===== src/rtl/wl_sweep_pkg.sv =====
package wl_sweep_pkg;

    typedef enum logic [2:0] {
        ST_IDLE,
        ST_PULSE,
        ST_WAIT,
        ST_SAMPLE,
        ST_DONE,
        ST_FAIL
    } wl_state_e;

    typedef enum logic [1:0] {
        FB_ZERO,     // feedback low: edge not reached
        FB_IGNORE,   // high before any low: discard
        FB_CONFIRM,  // first high after a low: re-pulse same code
        FB_LOCK      // second consecutive high: lock
    } fb_verdict_e;

    // skew window 0.75..1.25 clock periods, as quarters
    localparam int unsigned WIN_LO_Q = 3;
    localparam int unsigned WIN_HI_Q = 5;
    localparam int unsigned WIN_DEN  = 4;

    function automatic logic tap_in_window(input int unsigned code,
                                           input int unsigned tpc);
        int unsigned scaled;
        scaled = code * WIN_DEN;
        return (scaled >= WIN_LO_Q * tpc) && (scaled <= WIN_HI_Q * tpc);
    endfunction

endpackage


===== src/rtl/wl_settle_timer.sv =====
module wl_settle_timer #(
    parameter int WAIT_W = 4
) (
    input  logic              clk,
    input  logic              rst,
    input  logic              load,
    input  logic              run,
    input  logic [WAIT_W-1:0] settle,
    output logic              expired
);
    logic [WAIT_W-1:0] cnt_q;

    always_ff @(posedge clk) begin
        if (rst) begin
            cnt_q <= '0;
        end else if (load) begin
            cnt_q <= settle;
        end else if (run && (cnt_q != '0)) begin
            cnt_q <= cnt_q - 1'b1;
        end
    end

    assign expired = (cnt_q == '0);

    // the counter only moves down while running
    a_r3_timer_down: assert property (@(posedge clk) disable iff (rst)
        (run && !load && !expired) |=> (cnt_q == $past(cnt_q) - 1'b1));

endmodule


===== src/rtl/wl_fb_qualifier.sv =====
module wl_fb_qualifier
    import wl_sweep_pkg::*;
(
    input  logic        clk,
    input  logic        rst,
    input  logic        clear,
    input  logic        sample,
    input  logic        fb,
    output fb_verdict_e verdict
);
    logic seen_zero_q;
    logic one_pending_q;

    always_comb begin
        if (!fb)                verdict = FB_ZERO;
        else if (!seen_zero_q)  verdict = FB_IGNORE;
        else if (one_pending_q) verdict = FB_LOCK;
        else                    verdict = FB_CONFIRM;
    end

    always_ff @(posedge clk) begin
        if (rst || clear) begin
            seen_zero_q   <= 1'b0;
            one_pending_q <= 1'b0;
        end else if (sample) begin
            unique case (verdict)
                FB_ZERO: begin
                    seen_zero_q   <= 1'b1;
                    one_pending_q <= 1'b0;
                end
                FB_CONFIRM: one_pending_q <= 1'b1;
                default: ;
            endcase
        end
    end

endmodule


===== src/rtl/wl_window_check.sv =====
module wl_window_check
    import wl_sweep_pkg::*;
#(
    parameter int CODE_W = 6
) (
    input  logic              locked,
    input  logic [CODE_W-1:0] code,
    input  logic [CODE_W-1:0] tpc,
    output logic              win_ok
);
    always_comb begin
        win_ok = locked && tap_in_window(int'(unsigned'(code)),
                                         int'(unsigned'(tpc)));
    end
endmodule


===== src/rtl/wl_sweep_ctrl.sv =====
module wl_sweep_ctrl
    import wl_sweep_pkg::*;
#(
    parameter int CODE_W = 6,
    parameter int WAIT_W = 4
) (
    input  logic              clk,
    input  logic              rst,
    input  logic              start,
    input  logic              dq_fb,
    input  logic [CODE_W-1:0] max_tap,
    input  logic [WAIT_W-1:0] settle_cyc,
    input  logic [CODE_W-1:0] taps_per_tck,
    output logic [CODE_W-1:0] dly_code,
    output logic              dqs_pulse,
    output logic              done,
    output logic              fail,
    output logic              win_ok
);
    wl_state_e         st_q;
    logic [CODE_W-1:0] code_q;
    logic              start_ok;
    logic              settle_over;
    fb_verdict_e       verdict;

    assign start_ok = start &&
                      ((st_q == ST_IDLE) || (st_q == ST_DONE) || (st_q == ST_FAIL));

    wl_settle_timer #(.WAIT_W(WAIT_W)) u_timer (
        .clk     (clk),
        .rst     (rst),
        .load    (st_q == ST_PULSE),
        .run     (st_q == ST_WAIT),
        .settle  (settle_cyc),
        .expired (settle_over)
    );

    wl_fb_qualifier u_qual (
        .clk     (clk),
        .rst     (rst),
        .clear   (start_ok),
        .sample  (st_q == ST_SAMPLE),
        .fb      (dq_fb),
        .verdict (verdict)
    );

    always_ff @(posedge clk) begin
        if (rst) begin
            st_q   <= ST_IDLE;
            code_q <= '0;
        end else begin
            unique case (st_q)
                ST_IDLE, ST_DONE, ST_FAIL: begin
                    if (start) begin
                        st_q   <= ST_PULSE;
                        code_q <= '0;
                    end
                end
                ST_PULSE: st_q <= ST_WAIT;
                ST_WAIT: begin
                    if (settle_over) st_q <= ST_SAMPLE;
                end
                ST_SAMPLE: begin
                    unique case (verdict)
                        FB_LOCK:    st_q <= ST_DONE;
                        FB_CONFIRM: st_q <= ST_PULSE;
                        default: begin
                            if (code_q == max_tap) begin
                                st_q <= ST_FAIL;
                            end else begin
                                code_q <= code_q + 1'b1;
                                st_q   <= ST_PULSE;
                            end
                        end
                    endcase
                end
                default: st_q <= ST_IDLE;
            endcase
        end
    end

    assign dly_code  = code_q;
    assign dqs_pulse = (st_q == ST_PULSE);
    assign done      = (st_q == ST_DONE);
    assign fail      = (st_q == ST_FAIL);

    wl_window_check #(.CODE_W(CODE_W)) u_win (
        .locked (done),
        .code   (code_q),
        .tpc    (taps_per_tck),
        .win_ok (win_ok)
    );

    // strobe requests are single-cycle
    a_r3_pulse_single: assert property (@(posedge clk) disable iff (rst)
        dqs_pulse |=> !dqs_pulse);

    // code moves by one step, or restarts at zero on an accepted start
    a_r4_code_step: assert property (@(posedge clk) disable iff (rst)
        (dly_code != $past(dly_code)) && !$past(start_ok)
            |-> (dly_code == CODE_W'($past(dly_code) + 1'b1)));

    // a locked code holds until a new start
    a_r6_lock_hold: assert property (@(posedge clk) disable iff (rst)
        (done && !start) |=> (done && $stable(dly_code)));

    // outcomes exclude each other and exclude pulses
    a_r10_exclusive: assert property (@(posedge clk) disable iff (rst)
        !(done && fail) && !(dqs_pulse && (done || fail)));

    // window flag only accompanies a lock
    a_r9_win_needs_lock: assert property (@(posedge clk) disable iff (rst)
        win_ok |-> (done && !fail));

endmodule


===== config.mk =====
export PLATFORM = sky130hd
export DESIGN_NAME = wl_sweep_ctrl
export DESIGN_NICKNAME = d
export VERILOG_FILES = /design/src/rtl/wl_sweep_pkg.sv /design/src/rtl/wl_settle_timer.sv /design/src/rtl/wl_fb_qualifier.sv /design/src/rtl/wl_window_check.sv /design/src/rtl/wl_sweep_ctrl.sv
export SDC_FILE = /design/constraint.sdc
export NUM_CORES = 1
export LEC_CHECK = 0
export ABC_AREA = 0
export ABC_CLOCK_PERIOD_IN_PS = 4300
export BUFFER_PORTS_ARGS = -buffer_cell sky130_fd_sc_hd__buf_4
export CORE_AREA = 4 4 57 59
export CTS_BUF_LIST = sky130_fd_sc_hd__clkbuf_8
export DETAILED_ROUTE_END_ITERATION = 10
export DIE_AREA = 0 0 61 63
export PLACE_DENSITY = 0.87
export RECOVER_POWER = 50
export SYNTH_ARGS = -nofsm -noshare
export SYNTH_HDL_FRONTEND = slang
export SYNTH_SLANG_ARGS = --single-unit

===== constraint.sdc =====
create_clock -name clk -period 4.3 [get_ports clk]
set_clock_uncertainty 0.2 [all_clocks]
set_input_delay 0.86 -clock clk [delete_from_list [all_inputs] [get_ports clk]]
set_output_delay 0.86 -clock clk [all_outputs]
set_load 0.02 [all_outputs]

==> flow_metrics.env <==
export IMPL_nNetsFinal=259
export IMPL_p_clk_frac=0.223
export IMPL_max_stage_delay_ps=320
export IMPL_path_cells="buf_4 -> ha_4 -> ha_1 -> a21o_1 -> a21o_1 -> xnor2_2 -> ha_1 -> a21o_1 -> a21oi_1 -> o21ai_1 -> o221ai_1 -> o2111a_1 -> buf_6"
export IMPL_clock_latency_ps=250
export IMPL_worst_slew_pin_slew_ps=1020
export IMPL_mostFrequentLayoutCells="30 x buf_4, 23 x ha_1, 16 x nor2_1"
export IMPL_crit_type="primary input to output pin"
export IMPL_ioPinCount=30
export IMPL_cpMostUsedCell="a21o_1"
export IMPL_diodes=0
export IMPL_netlist_area_um2=1480
export IMPL_drt_met1_wl_um=1570
export IMPL_drive_above_1_share=0.239
export IMPL_grt_pass1_wl_um=5420
export IMPL_crit_path_end_kind="output pin"
export IMPL_run_status="completed"
export IMPL_wl_per_cell_um=14.1
export IMPL_setup_slack_ps=103
export IMPL_cts_buffers=3
export IMPL_p_sw_uw=182
export IMPL_relSlewSlack=0.316
export IMPL_p_total_uw=511
export IMPL_leakage_uw=0.000890
export IMPL_antenna_found_initial=0
export IMPL_hold_violations=0
export IMPL_drt_wl_total_um=3390
export IMPL_firstDrtPassIters=6
export IMPL_cts_root_buf="clkbuf_8"
export IMPL_cts_sinks=15
export IMPL_regToRegSetupSlack_ps=1810
export IMPL_postSynthAreaPerCell_um2=8.41
export IMPL_grt_start_max_net_pins=12
export IMPL_synth_cells=176
export IMPL_port_buffer_count=29
export IMPL_synth_seq_cells=15
export IMPL_worst_r2r_path_depth=5
export IMPL_drc=0
export IMPL_synth_edf_count=0
export IMPL_timing_final_crit_share=0.976
export IMPL_min_path_type="flop to flop"
export IMPL_final_min_clock_period_ps=4200
export IMPL_internal_power_uw=329
export IMPL_initial_core_util=0.546
export IMPL_dp_slack_ps=-35.1
export IMPL_crit_buf_inv=2
export IMPL_grt_pass1_vias=1280
export IMPL_pwr_share_comb=0.433
export IMPL_peakVddDrop_v=0.000304
export IMPL_hold_depth=2
export IMPL_syn_to_final_growth_pct=26.5
export IMPL_core_um2=2710
export IMPL_path_depth=13
export IMPL_cp_top_family="compound AO/OA/AOI/OAI gates"
export IMPL_p_per_area_nw_per_um2=273
export IMPL_synthArstFlopShare=0
export IMPL_routed_wl_met2_um=1580
export IMPL_ys_warn_count=0
export IMPL_cp_start_kind="primary input"
export IMPL_viasPerCell=5.70
export IMPL_critPathMaxFanout=5
export IMPL_worst_r2r_endpoint="dly_code[5]"
export IMPL_ys_types=42
export IMPL_syn_nets=225
export IMPL_ys_flop_type="dfxtp_1"
export IMPL_die_area_um2=3840
export IMPL_maxSlewViolCount=0
export IMPL_hp_start="u_qual.seen_zero_q"
export IMPL_grt_ovfl_total=0
export IMPL_maxCapViolations=0
export IMPL_worst_path_max_delay_cell="ha_1"
export IMPL_dp_hpwl_um=2530
export IMPL_grt_usage=0.180
export IMPL_synth_seq_area_share=0.203
export IMPL_seqPwrFrac=0.345
export IMPL_critical_path_required_ps=3240
export IMPL_top_layer_used="met4"
export IMPL_wl_met3_um=187
export IMPL_switching_share=0.356
export IMPL_max_freq_mhz=238
export IMPL_mostFrequentLayoutCell="buf_4"
export IMPL_drt_iter0_markers=22
export IMPL_die_w_um=61
export IMPL_ctsHoldBuffers=0
export IMPL_cts_max_path_buffers=2
export IMPL_vias=1367
export IMPL_ant_nets=0
export IMPL_rsz0062_at_grt="yes"
export IMPL_cp_arrival_ps=3140
export IMPL_cts_tree="built"
export IMPL_gp_congestion=0.790
export IMPL_die_y_um=63
export IMPL_r2r_start="dly_code[0]"
export IMPL_fp_row_count=19
export IMPL_critical_path_startpoint="taps_per_tck[2]"
export IMPL_endpoint="win_ok"
export IMPL_clk_pin_slew_worst_paths_ps=60
export IMPL_setup_viol=0
export IMPL_h_tree_depth=1
## through the flow
stage               hold slack, ps  cells  utilization  instance area [um^2]  setup TNS, ps
detailed placement             260    235        0.643                  1740          -35.1
global placement               252    235        0.643                  1740              0
floorplan                      232    176            -                  1480              0
CTS                            275    239        0.661                  1790              0
finish                         270    240        0.691                  1870              0
global route                   295    240        0.691                  1870          -51.2
## cells in the mapped netlist, types with 2 or more instances
cell / number / share of area
a211oi_1: 2 / 0.010
and2_1: 2 / 0.0085
xnor2_1: 14 / 0.083
or4_1: 2 / 0.010
inv_1: 11 / 0.028
a21o_1: 10 / 0.051
nand2b_1: 3 / 0.013
a21oi_1: 15 / 0.051
ha_1: 27 / 0.23
nand3_1: 3 / 0.010
clkbuf_1: 3 / 0.0076
o21ai_0: 5 / 0.017
nand3b_1: 2 / 0.010
nand4_1: 2 / 0.0085
o31ai_1: 2 / 0.010
o21bai_1: 2 / 0.010
nand2_1: 12 / 0.030
fa_1: 2 / 0.027
nor2_1: 16 / 0.041
xor2_1: 2 / 0.012
or3_1: 2 / 0.0085
dfxtp_1: 15 / 0.20
o211ai_1: 3 / 0.015
## worst min-delay path by stage
stage / endpoint / slack (ps)
global placement: u_qual.seen_zero_q / 250
finish: u_qual.seen_zero_q / 270
CTS: u_qual.seen_zero_q / 270
floorplan: u_qual.seen_zero_q / 230
global route: u_qual.seen_zero_q / 290
detailed placement: u_qual.seen_zero_q / 260
## cell families (layout without fill, tap and decap cells)
kind of cell             Yosys count  in the layout  synth area share
AND/OR/NAND/NOR                   52             52             0.183
AO/OA/AOI/OAI                     47             47             0.213
adder cells (fa/ha/maj)           29             29             0.255
XOR/XNOR                          16             16            0.0947
buffers and inverters             16             49            0.0440
flip-flops                        15             15             0.203
multiplexers                       1              1           0.00676
## power groups by stage
stage / sequential [uW] / combinational (uW) / clock [uW]
2_1_floorplan: 172 / 161 / 0
3_3_place_gp: 179 / 195 / 0
3_5_place_dp: 179 / 201 / 0
4_1_cts: 176 / 203 / 118
5_1_grt: 179 / 250 / 125
6_report: 176 / 221 / 114
## timing repair
item | CTS | global route
gates resized for setup | 3 | 13
setup endpoints to repair | 1 | 1
gates cloned | 0 | 0
setup buffers | 0 | 1
pin swaps | 0 | 7
## final cells by class
cell class	instances	area [um^2]
tap	31	38.8
sequential	15	300
multi-input combinational	145	1200
timing repair buffer	34	251
fill	229	837
clock inverter	1	3.75
clock buffer	3	41.3
inverter	11	41.3
## worst reg2reg max path: cells and delay by family (launching register included)
kind	cells	cell delay [ps]
xor gates and xnor gates	1	160
and+or+nand+nor	1	190
DFF	1	550
AOI/OAI and AO/OA	3	1310
## state kept, by name, indices dropped and copies added (netlist names)
signal                count
dly_code                  6
u_qual.one_pending_q      1
u_qual.seen_zero_q        1
st_q                      3
u_timer.cnt_q             4
## per-layer routing
metal	vias up	track usage
li1	703	-
met1	618	0.247
met2	40	0.263
met3	6	0.0496
met4	0	0.0650
met5	-	0
Note: power is estimated with default switching activity, not from simulation.
